<file path="config.mk">
export PLATFORM = sky130hd
export DESIGN_NAME = ntsc_raster_tg
export DESIGN_NICKNAME = d
export VERILOG_FILES = /design/src/rtl/ntsc_tg_pkg.sv /design/src/rtl/ntsc_tg_hcount.sv /design/src/rtl/ntsc_tg_vcount.sv /design/src/rtl/ntsc_tg_outstage.sv /design/src/rtl/ntsc_raster_tg.sv
export SDC_FILE = /design/constraint.sdc
export NUM_CORES = 1
export LEC_CHECK = 0
export CAP_MARGIN = 20
export CORE_UTILIZATION = 30
export CTS_BUF_LIST = sky130_fd_sc_hd__clkbuf_16
export DETAILED_ROUTE_END_ITERATION = 7
export PLACE_DENSITY = 0.45
export SLEW_MARGIN = 20
export SYNTH_ARGS = -nofsm -noshare
export SYNTH_HDL_FRONTEND = slang
export SYNTH_SLANG_ARGS = --single-unit
export TNS_END_PERCENT = 50
</file>
<file path="constraint.sdc">
create_clock -name clk -period 7.2 [get_ports clk]
set_input_delay 1.08 -clock clk [delete_from_list [all_inputs] [get_ports clk]]
set_output_delay 1.08 -clock clk [all_outputs]
set_load 0.03 [all_outputs]
</file>
<file path="src/rtl/ntsc_tg_pkg.sv">
package ntsc_tg_pkg;

    // Raster geometry fixed by the 525-line interlaced standard
    localparam int LINE_W          = 10;
    localparam int FRAME_LINES     = 525;
    localparam int ODD_START_LINE  = 4;
    localparam int EVEN_START_LINE = 266;
    localparam int VS_LINES        = 3;

    // Half-line index: (line-1)*2 + second_half
    localparam int HL_W       = LINE_W + 1;
    localparam int ODD_VS_HL  = (ODD_START_LINE - 1) * 2;
    localparam int EVEN_VS_HL = (EVEN_START_LINE - 1) * 2 + 1;
    localparam int VS_HLEN    = VS_LINES * 2;

    typedef enum logic {
        RATE_CCIR  = 1'b0,
        RATE_SQPIX = 1'b1
    } pix_rate_e;

    typedef enum logic {
        FLDMODE_PARITY    = 1'b0,
        FLDMODE_FOURFIELD = 1'b1
    } fld_mode_e;

    typedef struct packed {
        pix_rate_e rate;
        logic      hs_act_low;
        logic      vs_act_low;
        logic      cblank_en;
        fld_mode_e fld_mode;
    } tg_cfg_t;

    typedef struct packed {
        logic hs;
        logic hbl;
        logic second_half;
        logic eol;
    } hpos_t;

    typedef struct packed {
        logic vs;
        logic vbl;
        logic odd;
        logic frame_a;
    } vpos_t;

    function automatic logic in_window(logic [HL_W-1:0] v, int first, int len);
        return (int'(v) >= first) && (int'(v) < first + len);
    endfunction

    function automatic logic pin_level(logic active, logic act_low);
        return active ^ act_low;
    endfunction

endpackage

</file>
<file path="src/rtl/ntsc_tg_hcount.sv">
module ntsc_tg_hcount
    import ntsc_tg_pkg::*;
#(
    parameter int LINE_27   = 858,
    parameter int LINE_SQ   = 780,
    parameter int HSYNC_W   = 64,
    parameter int HBLANK_27 = 138,
    parameter int HBLANK_SQ = 126,
    parameter int HW        = 10
) (
    input  logic          clk,
    input  logic          rst,
    input  pix_rate_e     rate,
    output logic [HW-1:0] h_cnt,
    output hpos_t         hpos
);

    localparam logic [HW-1:0] LAST_27 = HW'(LINE_27 - 1);
    localparam logic [HW-1:0] LAST_SQ = HW'(LINE_SQ - 1);
    localparam logic [HW-1:0] HALF_27 = HW'(LINE_27 / 2);
    localparam logic [HW-1:0] HALF_SQ = HW'(LINE_SQ / 2);
    localparam logic [HW-1:0] HBL_27  = HW'(HBLANK_27);
    localparam logic [HW-1:0] HBL_SQ  = HW'(HBLANK_SQ);
    localparam logic [HW-1:0] HSW     = HW'(HSYNC_W);

    logic [HW-1:0] last_px;
    logic [HW-1:0] half_px;
    logic [HW-1:0] hbl_len;
    logic [HW-1:0] cnt_q;

    always_comb begin
        if (rate == RATE_SQPIX) begin
            last_px = LAST_SQ;
            half_px = HALF_SQ;
            hbl_len = HBL_SQ;
        end else begin
            last_px = LAST_27;
            half_px = HALF_27;
            hbl_len = HBL_27;
        end
    end

    always_ff @(posedge clk) begin
        if (rst) begin
            cnt_q <= '0;
        end else if (cnt_q >= last_px) begin
            cnt_q <= '0;
        end else begin
            cnt_q <= cnt_q + 1'b1;
        end
    end

    always_comb begin
        hpos.eol         = (cnt_q >= last_px);
        hpos.second_half = (cnt_q >= half_px);
        hpos.hs          = (cnt_q < HSW);
        hpos.hbl         = (cnt_q < hbl_len);
    end

    assign h_cnt = cnt_q;

endmodule

</file>
<file path="src/rtl/ntsc_tg_vcount.sv">
module ntsc_tg_vcount
    import ntsc_tg_pkg::*;
#(
    parameter int VBL_ODD_LAST   = 21,
    parameter int VBL_EVEN_FIRST = 264,
    parameter int VBL_EVEN_LAST  = 283
) (
    input  logic              clk,
    input  logic              rst,
    input  hpos_t             hpos,
    output logic [LINE_W-1:0] line_cnt,
    output vpos_t             vpos
);

    localparam logic [LINE_W-1:0] LAST_LINE  = LINE_W'(FRAME_LINES);
    localparam logic [LINE_W-1:0] RESET_LINE = LINE_W'(ODD_START_LINE);
    localparam logic [LINE_W-1:0] PRE_ODD    = LINE_W'(ODD_START_LINE - 1);

    logic [LINE_W-1:0] line_q;
    logic              frame_a_q;
    logic [HL_W-1:0]   hl_idx;

    // Line counter: advances on the last pixel of each line, 525 -> 1
    always_ff @(posedge clk) begin
        if (rst) begin
            line_q <= RESET_LINE;
        end else if (hpos.eol) begin
            if (line_q == LAST_LINE) begin
                line_q <= LINE_W'(1);
            end else begin
                line_q <= line_q + 1'b1;
            end
        end
    end

    // Frame-pair phase: toggles as the raster enters line 4
    always_ff @(posedge clk) begin
        if (rst) begin
            frame_a_q <= 1'b1;
        end else if (hpos.eol && (line_q == PRE_ODD)) begin
            frame_a_q <= ~frame_a_q;
        end
    end

    assign hl_idx = {line_q - 1'b1, hpos.second_half};

    always_comb begin
        vpos.vs = in_window(hl_idx, ODD_VS_HL, VS_HLEN) ||
                  in_window(hl_idx, EVEN_VS_HL, VS_HLEN);
        vpos.odd = in_window(hl_idx, ODD_VS_HL, EVEN_VS_HL - ODD_VS_HL);
        vpos.vbl = (int'(line_q) <= VBL_ODD_LAST) ||
                   ((int'(line_q) >= VBL_EVEN_FIRST) && (int'(line_q) <= VBL_EVEN_LAST));
        vpos.frame_a = frame_a_q;
    end

    assign line_cnt = line_q;

endmodule

</file>
<file path="src/rtl/ntsc_tg_outstage.sv">
module ntsc_tg_outstage
    import ntsc_tg_pkg::*;
(
    input  logic    clk,
    input  logic    rst,
    input  tg_cfg_t cfg,
    input  hpos_t   hpos,
    input  vpos_t   vpos,
    output logic    hsync_o,
    output logic    vsync_o,
    output logic    field_o,
    output logic    blank_o
);

    logic blank_now;
    logic hpin_active;
    logic field_now;

    always_comb begin
        blank_now   = hpos.hbl | vpos.vbl;
        hpin_active = cfg.cblank_en ? blank_now : hpos.hs;
        field_now   = (cfg.fld_mode == FLDMODE_FOURFIELD) ? vpos.frame_a : vpos.odd;
    end

    always_ff @(posedge clk) begin
        if (rst) begin
            hsync_o <= cfg.hs_act_low;
            vsync_o <= cfg.vs_act_low;
            field_o <= 1'b1;
            blank_o <= 1'b0;
        end else begin
            hsync_o <= pin_level(hpin_active, cfg.hs_act_low);
            vsync_o <= pin_level(vpos.vs, cfg.vs_act_low);
            field_o <= field_now;
            blank_o <= blank_now;
        end
    end

endmodule

</file>
<file path="src/rtl/ntsc_raster_tg.sv">
module ntsc_raster_tg
    import ntsc_tg_pkg::*;
#(
    parameter int LINE_27        = 858,
    parameter int LINE_SQ        = 780,
    parameter int HSYNC_W        = 64,
    parameter int HBLANK_27      = 138,
    parameter int HBLANK_SQ      = 126,
    parameter int VBL_ODD_LAST   = 21,
    parameter int VBL_EVEN_FIRST = 264,
    parameter int VBL_EVEN_LAST  = 283
) (
    input  logic clk,
    input  logic rst,
    input  logic cfg_sq_pixel,
    input  logic cfg_hs_act_low,
    input  logic cfg_vs_act_low,
    input  logic cfg_cblank_en,
    input  logic cfg_field_analog,
    output logic hsync_o,
    output logic vsync_o,
    output logic field_o,
    output logic blank_o
);

    localparam int LINE_MAX = (LINE_27 > LINE_SQ) ? LINE_27 : LINE_SQ;
    localparam int HW       = $clog2(LINE_MAX);

    tg_cfg_t           cfg;
    hpos_t             hpos;
    vpos_t             vpos;
    logic [HW-1:0]     h_cnt;
    logic [LINE_W-1:0] line_cnt;

    always_comb begin
        cfg.rate       = pix_rate_e'(cfg_sq_pixel);
        cfg.hs_act_low = cfg_hs_act_low;
        cfg.vs_act_low = cfg_vs_act_low;
        cfg.cblank_en  = cfg_cblank_en;
        cfg.fld_mode   = fld_mode_e'(cfg_field_analog);
    end

    ntsc_tg_hcount #(
        .LINE_27  (LINE_27),
        .LINE_SQ  (LINE_SQ),
        .HSYNC_W  (HSYNC_W),
        .HBLANK_27(HBLANK_27),
        .HBLANK_SQ(HBLANK_SQ),
        .HW       (HW)
    ) u_hcount (
        .clk  (clk),
        .rst  (rst),
        .rate (cfg.rate),
        .h_cnt(h_cnt),
        .hpos (hpos)
    );

    ntsc_tg_vcount #(
        .VBL_ODD_LAST  (VBL_ODD_LAST),
        .VBL_EVEN_FIRST(VBL_EVEN_FIRST),
        .VBL_EVEN_LAST (VBL_EVEN_LAST)
    ) u_vcount (
        .clk     (clk),
        .rst     (rst),
        .hpos    (hpos),
        .line_cnt(line_cnt),
        .vpos    (vpos)
    );

    ntsc_tg_outstage u_out (
        .clk    (clk),
        .rst    (rst),
        .cfg    (cfg),
        .hpos   (hpos),
        .vpos   (vpos),
        .hsync_o(hsync_o),
        .vsync_o(vsync_o),
        .field_o(field_o),
        .blank_o(blank_o)
    );

endmodule

</file>
==> impl_metrics.env, run 1 <==
export IMPL_ioPinCount=11
export IMPL_slew_headroom_pct=63.64
export IMPL_cts_htree_levels=1
export IMPL_synth_area_leader_cell="dfxtp_1"
export IMPL_status="finished, final reports clean"
export IMPL_layout_min_cycle_time_ns=3.408
export IMPL_end_kind="flip-flop"
export IMPL_routedWlPerCell_um=14.53
export IMPL_postPlaceCellArea_um2=2047
export IMPL_critPathKind="in2reg"
export IMPL_yosys_area_share_simple_pct=30.24
export IMPL_io_buffer_count=10
export IMPL_antenna_found_initial=0
export IMPL_clock_sinks=25
export IMPL_ant_nets=0
export IMPL_layout_nets=263
export IMPL_muxShareOfSynthArea_pct=1.047
export IMPL_synth_warning_count=0
export IMPL_synth_cell_types=57
export IMPL_final_setup_viol_count=0
export IMPL_gp_congestion=0.7581
export IMPL_drt_wl_total_um=4533
export IMPL_path_clk_slew_ns=0.07
export IMPL_final_area_um2=2131
export IMPL_synth_area_leaders="dfxtp_1 26%, ha_1 12%, nor2_1 5.3%, xor2_1 5.0%, and3_1 3.9%"
export IMPL_num_vias=1684
export IMPL_synth_top_cell_area_share_pct=26.18
export IMPL_synth_fp_nets=260
export IMPL_syn_avg_cell_area_um2=8.135
export IMPL_postSynthCellCount=235
export IMPL_diodes=0
export IMPL_drt_iter0_markers=74
export IMPL_ys_ff_latch=25
export IMPL_cts_resized=0
export IMPL_slew_viol_final=0
export IMPL_synth_compound_area_share_pct=17.93
export IMPL_numCtsBuffers=3
export IMPL_dp_hpwl_um=3292
export IMPL_grt_max_degree=17
export IMPL_insertion_delay_ns=0.26
export IMPL_async_flop_share_pct=0
export IMPL_synthAdderAreaFrac_pct=11.78
export IMPL_grt_overflow=0
export IMPL_synth_common_cells="27 x nor2_1, 25 x dfxtp_1, 18 x ha_1, 12 x and3_1, 12 x nand3_1"
export IMPL_seq_area_frac_synth_pct=26.18
export IMPL_core_um2=6026
export IMPL_synthFlopType="dfxtp_1"
export IMPL_synth_edff_count=0
export IMPL_rsz0062_at_grt="false"
export IMPL_wl_met1_um=2360
export IMPL_critPathRequiredTime_ns=7.41
export IMPL_synth_xor_area_share_pct=7.788
export IMPL_syn_to_final_growth_pct=11.45
export IMPL_grt_total_usage_pct=15.14
export IMPL_syn_area_um2=1912
export IMPL_max_cap_viol_count=0
export IMPL_viasPerCell=5.397
export IMPL_clock_skew_final_ns=0.009631
export IMPL_worstHoldPathType="reg2reg"
export IMPL_yosysMostFrequentCell="nor2_1"
export IMPL_worst_slew_pin_slew_ns=0.5405
export IMPL_wl_met3_um=108
export IMPL_highest_layer="met4"
export IMPL_worstPathArrival_ns=3.61
export IMPL_setup_tns_ns=0
export IMPL_cts_tree="yes"
export IMPL_final_hold_viol_count=0
export IMPL_synth_top_family_by_area="simple AND/OR/NAND/NOR gates"
export IMPL_leakage_nw=0.8861
export IMPL_drive_above_1_share_pct=5.485
export IMPL_die_h_um=81.83
export IMPL_dr_pass1_iters=4
export IMPL_post_cts_buffers=0
export IMPL_critPathLaunchType="input pin"
export IMPL_cts_root_buf="clkbuf_16"
export IMPL_met2WireLength_um=2024
export IMPL_power_density_nw_per_um2=141.1
export IMPL_grt_first_pass_wirelength_um=7734
export IMPL_placed_cells=308
export IMPL_fin_crit_sh_pct=47.34
export IMPL_final_cells=312
export IMPL_cts_buffer_depth=2
export IMPL_cp_max_fo=10
export IMPL_initial_core_util_pct=31.73
export IMPL_grt_pass1_vias=1580
export IMPL_drc=0
export IMPL_ir_drop_v=0.00007931
export IMPL_chipWidth_um=81.83
export IMPL_max_freq_mhz=293.4
export IMPL_dieArea_um2=6696
export IMPL_cts_hold_buf=0
export IMPL_hold_depth=1
export IMPL_ff2ff_path_depth=8
export IMPL_rows=28
cell type report:
cell class	count	area, um2
clock inverters	1	8.758
flip-flops and latches	25	500.5
repair buffers	10	100.1
fillers	644	3895
well taps	75	93.84
multi-input cells	188	1315
inverters	10	37.54
clock buffers	3	75.07
where the power goes:
| part | switching (W) | total [W] | leakage (nW) | internal, W |
|---|---|---|---|---|
| Combinational | 0.0000139 | 0.0000265 | 0.641 | 0.0000126 |
| Sequential | 0.00000283 | 0.000144 | 0.203 | 0.000141 |
| Clock | 0.0000532 | 0.000130 | 0.0415 | 0.0000768 |
stage by stage:
| stage | utilization, % | setup WS [ns] | power [W] | hold WS [ns] |
|---|---|---|---|---|
| floorplan | - | 4.275 | 0.0001637 | 0.4487 |
| global placement | 33.97 | 3.532 | 0.0001745 | 0.4894 |
| detailed placement | 33.97 | 3.488 | 0.0001740 | 0.4970 |
| CTS | 35.36 | 3.761 | 0.0003048 | 0.5157 |
| global route | 35.36 | 3.574 | 0.0003135 | 0.5574 |
| finish | 35.36 | 3.792 | 0.0003007 | 0.5047 |
kinds of logic after synthesis:
group | Yosys count
multiplexers | 2
flip-flops | 25
XOR/XNOR | 17
AND/OR/NAND/NOR | 104
adder cells (fa/ha/maj) | 18
AO/OA/AOI/OAI | 47
buffers and inverters | 22
per-layer routing:
layer  vias up  GRT usage, %
met2        22         24.38
met4         0         4.386
met1       787         20.59
li1        873             -
met3         2         2.444
met5         -             0
path summary, 6_finish.rpt:
kind                                                   startpoint                            to  slack (ns)
worst max-delay path                                 cfg_sq_pixel  u_hcount.h_cnt[3]$_SDFF_PP0_        3.79
worst min-delay path                 u_hcount.h_cnt[0]$_SDFF_PP0_  u_hcount.h_cnt[0]$_SDFF_PP0_        0.50
worst max register to register  u_vcount.line_cnt[0]$_SDFFE_PP0P_      u_out.field_o$_SDFF_PP1_        4.47
worst min register to register       u_hcount.h_cnt[0]$_SDFF_PP0_  u_hcount.h_cnt[0]$_SDFF_PP0_        0.50
worst max-delay path, cell delays in order:
cell and delay (ns):
clkdlybuf4s50_1 0.58, inv_1 0.16, ha_1 0.34, a211o_1 0.27
a311oi_2 0.28, o21ai_2 0.17, and2_1 0.23, or2_1 0.36
nor2_1 0.14
cell usage in the layout (no fill, tap or decap), types with 4 or more instances in the layout:
cell type	Yosys	routed
nor2_1	27	27
dfxtp_1	25	25
ha_1	18	18
nand3_1	12	12
and3_1	12	12
nor3_1	11	11
xor2_1	11	11
inv_1	10	10
clkdlybuf4s50_1	0	10
o21ai_0	9	9
a21oi_1	7	7
nand2b_1	6	6
nand4_1	6	6
xnor2_1	6	6
and2_1	4	4
sequential cells by signal, indices dropped and copies added, names as in the netlist:
name	cells
u_out.field_o	1
u_hcount.h_cnt	10
u_vcount.frame_a_q	1
u_out.vsync_o	1
u_out.hsync_o	1
u_vcount.line_cnt	10
u_out.blank_o	1
Note: power is estimated with default switching activity, not from simulation.
==> run 2, diff against run 1 <==
==> constraint.sdc (replaced) <==
create_clock -name clk -period 3.2 [get_ports clk]
set_input_delay 0.48 -clock clk [delete_from_list [all_inputs] [get_ports clk]]
set_output_delay 0.48 -clock clk [all_outputs]
set_load 0.03 [all_outputs]
==> run 2 against run 1 <==
Effect of this change:
- die area did not move
- non-clock buffer count rose by 4
- clock power rose by 120%
- critical path depth did not move
- largest cell class unchanged
- highest routed layer unchanged
==> impl_metrics.env, run 2 (synthesized netlist as in run 1, its figures left out) <==
export IMPL_antenna_found_initial=0
export IMPL_post_cts_buffers=0
export IMPL_numCtsBuffers=3
export IMPL_ioPinCount=11
export IMPL_chipWidth_um=81.83
export IMPL_initial_core_util_pct=31.73
export IMPL_num_vias=1658
export IMPL_grt_first_pass_wirelength_um=7403
export IMPL_final_area_um2=2160
export IMPL_grt_max_degree=17
export IMPL_grt_overflow=0
export IMPL_io_buffer_count=10
export IMPL_status="finished, final reports clean"
export IMPL_cts_hold_buf=0
export IMPL_cts_tree="yes"
export IMPL_final_hold_viol_count=0
export IMPL_mostFrequentLayoutCells="27 x nor2_1, 25 x dfxtp_1, 18 x ha_1, 12 x nand3_1, 12 x and3_1"
export IMPL_layout_nets=267
export IMPL_dr_pass1_iters=4
export IMPL_critPathKind="in2reg"
export IMPL_ir_drop_v=0.0001717
export IMPL_worst_slew_pin_slew_ns=0.5121
export IMPL_drc=0
export IMPL_drt_wl_total_um=4392
export IMPL_clock_skew_final_ns=0.004061
export IMPL_cts_resized=0
export IMPL_core_um2=6026
export IMPL_final_common_cell="nor2_1"
export IMPL_postPlaceCellArea_um2=2077
export IMPL_setup_tns_ns=0
export IMPL_viasPerCell=5.247
export IMPL_clock_sinks=25
export IMPL_final_cells=316
export IMPL_grt_total_usage_pct=14.38
export IMPL_ant_nets=0
export IMPL_diodes=0
export IMPL_path_clk_slew_ns=0.06
export IMPL_power_density_nw_per_um2=310.4
export IMPL_routedWlPerCell_um=13.90
export IMPL_placed_cells=312
export IMPL_syn_to_final_growth_pct=12.96
export IMPL_critPathRequiredTime_ns=3.40
export IMPL_leakage_nw=0.9029
export IMPL_dieArea_um2=6696
export IMPL_gp_congestion=0.7304
export IMPL_cts_root_buf="clkbuf_16"
export IMPL_drt_iter0_markers=71
export IMPL_fin_util_pct=35.84
export IMPL_cts_buffer_depth=2
export IMPL_ff2ff_path_depth=7
export IMPL_slew_viol_final=0
export IMPL_slew_headroom_pct=65.54
export IMPL_worstHoldPathType="reg2reg"
export IMPL_dp_hpwl_um=3315
export IMPL_fin_crit_sh_pct=80.33
export IMPL_layout_min_cycle_time_ns=2.570
export IMPL_end_kind="flip-flop"
export IMPL_hold_depth=1
export IMPL_max_freq_mhz=389.0
export IMPL_critPathLaunchType="input pin"
export IMPL_rows=28
export IMPL_max_cap_viol_count=0
export IMPL_die_h_um=81.83
export IMPL_insertion_delay_ns=0.26
export IMPL_cp_max_fo=10
export IMPL_drive_above_1_share_pct=7.054
export IMPL_final_setup_viol_count=0
export IMPL_grt_pass1_vias=1485
export IMPL_cts_htree_levels=1
export IMPL_worstPathArrival_ns=2.77
export IMPL_rsz0062_at_grt="false"
## run 2: changes by cell type in the layout (fill, tap and decap cells not counted), sizes merged
cell      before  now
buf            0    4
inv           11   10
clkinvlp       0    1
## run 2: worst max-delay path: stages
cell	delay, ns
clkdlybuf4s50_1	0.47
inv_1	0.12
ha_1	0.33
a211o_1	0.27
a311oi_2	0.30
o21ai_2	0.08
and2_1	0.19
or2_1	0.37
nor2_1	0.15
## run 2: layer usage
layer	part of all wire (%)	wire length, um	track usage [%]
met5	0	0	0
met4	1.6	72	4.035
met3	2.1	92	2.444
met2	46	2033	23.80
met1	50	2193	19.00
## run 2: worst paths after layout
path / from / end / slack (ns)
setup / recovery: cfg_sq_pixel / u_hcount.h_cnt[4]$_SDFF_PP0_ / 0.63
hold / removal: u_hcount.h_cnt[0]$_SDFF_PP0_ / u_hcount.h_cnt[0]$_SDFF_PP0_ / 0.50
setup reg to reg: u_vcount.line_cnt[0]$_SDFFE_PP0P_ / u_out.vsync_o$_DFF_P_ / 0.76
hold reg to reg: u_hcount.h_cnt[0]$_SDFF_PP0_ / u_hcount.h_cnt[0]$_SDFF_PP0_ / 0.50
## run 2: where the power goes
part / total [W] / leakage [nW] / switching [W] / internal [W]
Combinational: 0.0000613 / 0.662 / 0.0000320 / 0.0000292
Clock: 0.000285 / 0.0371 / 0.000115 / 0.000170
Sequential: 0.000324 / 0.203 / 0.00000614 / 0.000318
Total: 0.000670 / 0.903 / 0.000153 / 0.000517
## run 2: through the flow
step                setup slack, ns  total power (W)  hold WS (ns)
floorplan                    0.8749        0.0003683        0.4487
finish                       0.6295        0.0006703        0.5037
global placement             0.3914        0.0003934        0.4937
CTS                          0.6256        0.0006829        0.5086
detailed placement           0.3649        0.0003932        0.4948
global route                 0.4939        0.0007014        0.5508
## run 2: final cells by class
type | count | area, um2
Timing Repair Buffer | 14 | 130.1
Multi-Input combinational cell | 188 | 1315
Fill cell | 623 | 3866
Clock buffer | 3 | 75.07
Tap cell | 75 | 93.84
Sequential cell | 25 | 500.5
Inverter | 10 | 37.54
Clock inverter | 1 | 7.507
